## src/rtl/ep_ctrl_pkg.sv

```systemverilog
package ep_ctrl_pkg;

    typedef enum logic [1:0] {
        KIND_CTRL = 2'd0,
        KIND_ISOC = 2'd1,
        KIND_BULK = 2'd2,
        KIND_INTR = 2'd3
    } ep_kind_e;

    // bit positions that software and the transfer engine both depend on
    localparam int BIT_ENA      = 31;
    localparam int BIT_DIS      = 30;
    localparam int BIT_TGL_HI   = 29;
    localparam int BIT_TGL_LO   = 28;
    localparam int BIT_NAK_ON   = 27;
    localparam int BIT_NAK_OFF  = 26;
    localparam int BIT_FIFO_LSB = 22;
    localparam int BIT_NAK_STAT = 17;
    localparam int BIT_TGL_STAT = 16;

    typedef struct packed {
        logic ena_set;
        logic dis_req;
        logic tgl_hi;
        logic tgl_lo;
        logic nak_on;
        logic nak_off;
    } sw_cmd_t;

endpackage

```

## src/rtl/ep_ctrl_wr_decode.sv

```systemverilog
module ep_ctrl_wr_decode
    import ep_ctrl_pkg::*;
#(
    parameter int DATA_W = 32,
    parameter int FIFO_W = 4
) (
    input  logic                  wr_en,
    input  logic [DATA_W/8-1:0]   wr_be,
    input  logic [DATA_W-1:0]     wr_data,
    input  logic                  fifo_ok,
    input  logic [FIFO_W-1:0]     fifo_q,
    output sw_cmd_t               cmd,
    output logic [FIFO_W-1:0]     fifo_d
);
    localparam int LANE_CMD = BIT_ENA / 8;

    logic cmd_lane;
    logic unused_wr;

    assign cmd_lane  = wr_en & wr_be[LANE_CMD];
    assign unused_wr = ^{wr_data, wr_be};

    always_comb begin
        cmd.ena_set = cmd_lane & wr_data[BIT_ENA];
        cmd.dis_req = cmd_lane & wr_data[BIT_DIS];
        cmd.tgl_hi  = cmd_lane & wr_data[BIT_TGL_HI];
        cmd.tgl_lo  = cmd_lane & wr_data[BIT_TGL_LO];
        cmd.nak_on  = cmd_lane & wr_data[BIT_NAK_ON];
        cmd.nak_off = cmd_lane & wr_data[BIT_NAK_OFF];
    end

    // each FIFO-number bit follows its own byte lane
    for (genvar i = 0; i < FIFO_W; i++) begin : g_fifo_bit
        localparam int POS = BIT_FIFO_LSB + i;
        assign fifo_d[i] = (wr_en && wr_be[POS/8]) ? (wr_data[POS] & fifo_ok)
                                                    : fifo_q[i];
    end

endmodule

```

## src/rtl/ep_ctrl_flow.sv

```systemverilog
module ep_ctrl_flow
    import ep_ctrl_pkg::*;
(
    input  logic       clk,
    input  logic       rst_n,
    input  sw_cmd_t    cmd,
    input  logic [1:0] ep_kind,
    input  logic       ep_is_in,
    input  logic       evt_setup,
    input  logic       evt_xfer_done,
    output logic       nak,
    output logic       pid_odd
);
    typedef struct packed {
        logic nak;
        logic odd;
    } flow_t;

    flow_t st_d, st_q;

    always_comb begin
        st_d = st_q;
        if (cmd.nak_off) st_d.nak = 1'b0;
        if (cmd.nak_on)  st_d.nak = 1'b1;
        if (!ep_is_in && (evt_setup || evt_xfer_done)) st_d.nak = 1'b1;
        case (ep_kind_e'(ep_kind))
            KIND_ISOC, KIND_BULK, KIND_INTR: begin
                if (cmd.tgl_hi) st_d.odd = 1'b1;
                if (cmd.tgl_lo) st_d.odd = 1'b0;
            end
            default: ;
        endcase
    end

    always_ff @(posedge clk or negedge rst_n) begin
        if (!rst_n) st_q <= '0;
        else        st_q <= st_d;
    end

    assign nak     = st_q.nak;
    assign pid_odd = st_q.odd;

endmodule

```

## src/rtl/ep_ctrl_dis_hs.sv

```systemverilog
module ep_ctrl_dis_hs
    import ep_ctrl_pkg::*;
(
    input  logic    clk,
    input  logic    rst_n,
    input  sw_cmd_t cmd,
    input  logic    evt_dis_done,
    output logic    enable,
    output logic    dis_pend,
    output logic    dis_irq
);
    typedef struct packed {
        logic ena;
        logic dis;
        logic ack;
        logic irq;
    } hs_t;

    hs_t hs_d, hs_q;

    always_comb begin
        hs_d     = hs_q;
        hs_d.irq = hs_q.ack;
        hs_d.ack = 1'b0;
        if (hs_q.dis && evt_dis_done) begin
            hs_d.ena = 1'b0;
            hs_d.dis = 1'b0;
            hs_d.ack = 1'b1;
        end else begin
            if (cmd.ena_set)              hs_d.ena = 1'b1;
            if (cmd.dis_req && hs_q.ena)  hs_d.dis = 1'b1;
        end
    end

    always_ff @(posedge clk or negedge rst_n) begin
        if (!rst_n) hs_q <= '0;
        else        hs_q <= hs_d;
    end

    assign enable   = hs_q.ena;
    assign dis_pend = hs_q.dis;
    assign dis_irq  = hs_q.irq;

endmodule

```

## src/rtl/ep_ctrl_reg.sv

```systemverilog
module ep_ctrl_reg
    import ep_ctrl_pkg::*;
#(
    parameter int DATA_W = 32,
    parameter int FIFO_W = 4
) (
    input  logic                clk,
    input  logic                rst_n,
    input  logic                wr_en,
    input  logic [DATA_W/8-1:0] wr_be,
    input  logic [DATA_W-1:0]   wr_data,
    output logic [DATA_W-1:0]   rd_data,
    input  logic [1:0]          ep_kind,
    input  logic                ep_is_in,
    input  logic                evt_setup,
    input  logic                evt_xfer_done,
    input  logic                evt_dis_done,
    output logic                enable,
    output logic                dis_pend,
    output logic                nak,
    output logic                pid_odd,
    output logic [FIFO_W-1:0]   txfifo_num,
    output logic                dis_irq
);
    sw_cmd_t           cmd;
    logic              fifo_ok;
    logic [FIFO_W-1:0] fifo_d, fifo_q;

    assign fifo_ok = ep_is_in &&
                     (ep_kind_e'(ep_kind) == KIND_ISOC || ep_kind_e'(ep_kind) == KIND_INTR);

    ep_ctrl_wr_decode #(.DATA_W(DATA_W), .FIFO_W(FIFO_W)) u_dec (
        .wr_en   (wr_en),
        .wr_be   (wr_be),
        .wr_data (wr_data),
        .fifo_ok (fifo_ok),
        .fifo_q  (fifo_q),
        .cmd     (cmd),
        .fifo_d  (fifo_d)
    );

    ep_ctrl_flow u_flow (
        .clk           (clk),
        .rst_n         (rst_n),
        .cmd           (cmd),
        .ep_kind       (ep_kind),
        .ep_is_in      (ep_is_in),
        .evt_setup     (evt_setup),
        .evt_xfer_done (evt_xfer_done),
        .nak           (nak),
        .pid_odd       (pid_odd)
    );

    ep_ctrl_dis_hs u_hs (
        .clk          (clk),
        .rst_n        (rst_n),
        .cmd          (cmd),
        .evt_dis_done (evt_dis_done),
        .enable       (enable),
        .dis_pend     (dis_pend),
        .dis_irq      (dis_irq)
    );

    always_ff @(posedge clk or negedge rst_n) begin
        if (!rst_n) fifo_q <= '0;
        else        fifo_q <= fifo_d;
    end

    assign txfifo_num = fifo_q;

    always_comb begin
        rd_data                            = '0;
        rd_data[BIT_ENA]                   = enable;
        rd_data[BIT_DIS]                   = dis_pend;
        rd_data[BIT_FIFO_LSB +: FIFO_W]    = fifo_q;
        rd_data[BIT_NAK_STAT]              = nak;
        rd_data[BIT_TGL_STAT]              = pid_odd;
    end

endmodule

```

## config.mk

```make
export PLATFORM = sky130hd
export DESIGN_NAME = ep_ctrl_reg
export DESIGN_NICKNAME = d
export VERILOG_FILES = /design/src/rtl/ep_ctrl_pkg.sv /design/src/rtl/ep_ctrl_wr_decode.sv /design/src/rtl/ep_ctrl_flow.sv /design/src/rtl/ep_ctrl_dis_hs.sv /design/src/rtl/ep_ctrl_reg.sv
export SDC_FILE = /design/constraint.sdc
export NUM_CORES = 1
export LEC_CHECK = 0
export ABC_AREA = 1
export BUFFER_PORTS_ARGS = -buffer_cell sky130_fd_sc_hd__buf_2
export CAP_MARGIN = 10
export CORE_ASPECT_RATIO = 1.5
export CORE_MARGIN = 2
export CORE_UTILIZATION = 34
export CTS_CLUSTER_DIAMETER = 80
export DETAILED_ROUTE_END_ITERATION = 8
export GPL_TIMING_DRIVEN = 0
export PLACE_DENSITY = 0.82
export REMOVE_ABC_BUFFERS = 1
export SETUP_SLACK_MARGIN = 0.1
export SLEW_MARGIN = 20
export SYNTH_ARGS = -nofsm -noshare
export SYNTH_HDL_FRONTEND = slang
export SYNTH_SLANG_ARGS = --single-unit
```

## constraint.sdc

```tcl
create_clock -name clk -period 1.55 [get_ports clk]
set_input_delay 0.31 -clock clk [delete_from_list [all_inputs] [get_ports clk]]
set_output_delay 0.31 -clock clk [all_outputs]
set_load 0.05 [all_outputs]
```

Yosys cells after proc, flatten, opt, wreduce, memory -nomap -nowiden
Cells that the tools add are included.
Cells by class
  equal/unequal tests: 3
  mux-type cells: 9
  bitwise logic cells: 11
  reductions and logical operators: 15
Operator list (number)
  bitwise AND 1 bit: 11
  two-way mux 1 bit: 8
  logical AND 1 bit: 6
  nonzero test 2 bit: 3
  == test 2 bit (second input constant): 2
  nonzero test 3 bit: 1
  OR reduction 3 bit: 1
  == test 2 x 1 -> 1 bit (second input constant): 1
  logical OR 1 bit: 2
  two-way mux 2 bit: 1
  AND reduction 2 bit: 1
  logical NOT 1 bit: 1
Word-level totals
  register bits after elaboration: 10
  input port bits: 45
  output and inout port bits: 41
  word-level logic and storage cells: 46

Logic depth before layout (Yosys ltp)
  depth after elaboration: 5
  gate-level depth with buffers: 5
  mapped depth without buffers: 5

Cells and area by module
Synthesis repeated with hierarchy kept, for this count alone.
Unflattened totals
  cell total of the unflattened synthesis: 94
  area total of the unflattened synthesis: 701.9 um^2
Modules (own cells, without submodules)
  ep_ctrl_reg: times used 1, cells each 39, area an instance 351.6 um^2, sequential area each 100.1 um^2
  ep_ctrl_dis_hs: times used 1, cells each 13, area an instance 136.4 um^2, sequential area each 100.1 um^2
  ep_ctrl_flow: times used 1, cells each 16, area an instance 108.9 um^2, sequential area each 50.0 um^2
  ep_ctrl_wr_decode: times used 1, cells each 26, area an instance 105.1 um^2, sequential area each 0.0 um^2

Worst setup path after synthesis
OpenSTA, ideal clock, no wires.
  kind: reg-to-output
  start: register u_hs.hs_q, in the netlist u_hs.enable
  end: output rd_data[31]
  data arrival time: 0.937 ns
  required time: 1.240 ns
  setup slack: 0.303 ns
  stages on the path, launching flop included: 2
  buffers on the path: 1
  path through: dfrtp_1 buf_4
RTL lines
  start: declaration: line ep_ctrl_dis_hs.sv:19  | hs_t hs_d, hs_q;
  start signal: assignment: line ep_ctrl_dis_hs.sv:37  | else hs_q <= hs_d;
  end: declaration: line ep_ctrl_reg.sv:12  | output logic [DATA_W-1:0] rd_data,
No word-level cell between the ends.

Worst setup path in the final report
  start: register u_hs.hs_q, in the netlist u_hs.enable
  end: output enable
RTL lines
  end: declaration: line ep_ctrl_reg.sv:18  | output logic enable,
No word-level cell between the ends.

==> impl_metrics.ini <==
[clock_tree]
cts.clk_slew.worst_paths_ns = 0.07
post_cts_buffers = 0
cts_buffer_depth = 2
tritoncts = built
cts_num_sinks = 10
worstSkewPairLatency_ns = 0.26
htree_num_levels = 1
cts-root-buf = clkbuf_4
numCtsBuffers = 3

[layout]
drive_above_1_share = 0.400
nets = 161
fill_cells = 197
antenna_cells = 0
multi_input_area_sq_um = 249
final_common_cell = buf_2
mostFrequentLayoutCells = 37 x buf_2, 24 x conb_1, 19 x nand2_1
regArea_sq_um = 250
area_growth_pct = 15.3

[setup_path]
crit-reg2reg-launch = u_hs.dis_pend
crit_slowest_cell = dfrtp_1
worstRegToRegCells = 3
critPathKind = flop to output port
worstPathArrival_ns = 0.93
critical-path-max-stage-delay_ns = 0.39
start_kind = flop
critPathTopFamily = flip-flops
crit_path_end_kind = output port
reg2reg_to = u_hs.dis_pend
worstSetupPathDepth = 1
startpoint = u_hs.enable
crit_buf_inv = 1
rrSetupSlack_ns = 0.85
critical_path.max_fanout = 4
cp.required_ns = 1.24
path_cells = buf_2

[sta]
finalHoldViolations = 0
finalCriticalPeriod_ns = 1.24
setup_ws_ns = 0.312
rsz0062_at_grt = no
fin_tns_setup_ns = 0
post-route-period-util = 0.798
finClkSkew_ns = 0.000195
setup_viol = 0
holdWs_ns = 0.269
drv_slew = 0
max_freq_mhz = 808

[synth]
yosys_warnings = 0
netlist_area_sq_um = 677
ys_seq_elements = 10
synth_cell_type_count = 12
syn_area_per_cell_sq_um = 8.25
seq_area_frac_synth = 0.370
synth_cells = 82

[power]
p_per_area_nw_per_um2 = 1560
p_sw_mw = 0.648
p_int_mw = 0.567
combPwrFrac = 0.523
irDropWorstVdd_uv = 958
swShare = 0.533
p_clk_frac = 0.189
p_leak_nw = 0.504
seq_power_share = 0.288

[min_path]
min_delay_worst_endpoint = u_flow.nak
holdPathStages = 3
holdCritStartpoint = wr_data[27]
hp-class = input port to flop

[grt]
grt_first_pass_wirelength_microns = 1690
grt_pass1_vias = 450
grt.overflow.total = 0
grt_usage = 0.103
grt_max_degree = 11
antenna_found_initial = 0

[job]
maxCapViolCount = 0

[route]
drc = 0
antenna_left = 0
viasPerCell = 3.95
vias = 537
wl_microns = 1150
drtIter0Drc = 0
wire_per_inst_microns = 8.47
firstDrtPassIters = 1

[floorplanning]
die_x_microns = 40.4
initial_core_util = 0.365
coreArea_sq_um = 1850
rows = 19
die_h_microns = 58.6
io_pins = 86
dieArea_sq_um = 2370

[placed_design]
hpwl_microns = 973
place.gp.congestion = 0.645
io_buffers = 37
place_worst_setup_slack_ns = 0.591

[status]
outcome = completed
## metrics by stage
step	util	cell area, sq um	power, mW	instances
3_5_place_dp	0.396	734	0.991	131
4_1_cts	0.421	781	1.23	136
6_report	0.421	781	1.21	136
5_1_grt	0.421	781	1.29	136
2_1_floorplan	-	523	0.858	73
3_3_place_gp	0.396	734	0.985	131
## cell type report
cell class                      instances  share of cell area
Timing Repair Buffer                   38               0.250
Clock buffer                            4              0.0465
Inverter                                6              0.0304
Sequential cell                        10               0.321
Tap cell                               21              0.0337
Multi-Input combinational cell         57               0.319
## sequential cells by signal, summed over array words and instances, names as in the netlist
name	count
txfifo_num	4
u_flow.nak	1
u_flow.pid_odd	1
u_hs.dis_irq	1
u_hs.dis_pend	1
u_hs.enable	1
u_hs.hs_d	1
## power by group through the flow
stage          Sequential, mW  Combinational [mW]  Clock, mW
5_1_grt                 0.357               0.669      0.262
2_1_floorplan           0.661               0.197          0
6_report                0.349               0.635      0.230
3_5_place_dp            0.354               0.636          0
3_3_place_gp            0.352               0.634          0
4_1_cts                 0.351               0.638      0.244
## routing by layer
| metal | GRT usage | vias up | routed length, microns |
|---|---|---|---|
| met5 | 0 | - | 0 |
| met4 | 0.0571 | 0 | 0 |
| met3 | 0.0226 | 0 | 157 |
| met1 | 0.103 | 234 | 435 |
| met2 | 0.181 | 41 | 559 |
| li1 | - | 262 | - |
## cell usage after synthesis
cell type | number | area, sq um
inv_1 | 5 | 18.8
nand2_2 | 1 | 6.26
o21bai_1 | 1 | 7.51
or2_1 | 1 | 6.26
clkinv_2 | 1 | 5.00
buf_4 | 32 | 240
a21oi_2 | 2 | 17.5
nand3_2 | 1 | 10.0
nand3_1 | 8 | 40.0
dfrtp_1 | 10 | 250
conb_1 | 1 | 3.75
nand2_1 | 19 | 71.3
## cell families (layout without fill, tap and decap cells)
family,after synthesis,count (layout),synth area share
buffers and inverters,38,48,0.390
and+or+nand+nor,30,30,0.198
DFF,10,10,0.370
AOI/OAI and AO/OA,3,3,0.0370
other,1,24,0.00554
## timing repair
item | CTS | global route
gates resized for setup | 0 | 0
endpoints found under the setup margin | 0 | 0
hold buffers | 1 | 0
endpoints found under the hold margin | 10 | 0
## worst max path at each step
stage / to
5_1_grt: dis_pend
6_report: enable
2_1_floorplan: u_hs.dis_pend
3_3_place_gp: enable
3_5_place_dp: rd_data[30]
4_1_cts: enable
Power figures use the tool's default switching activity.
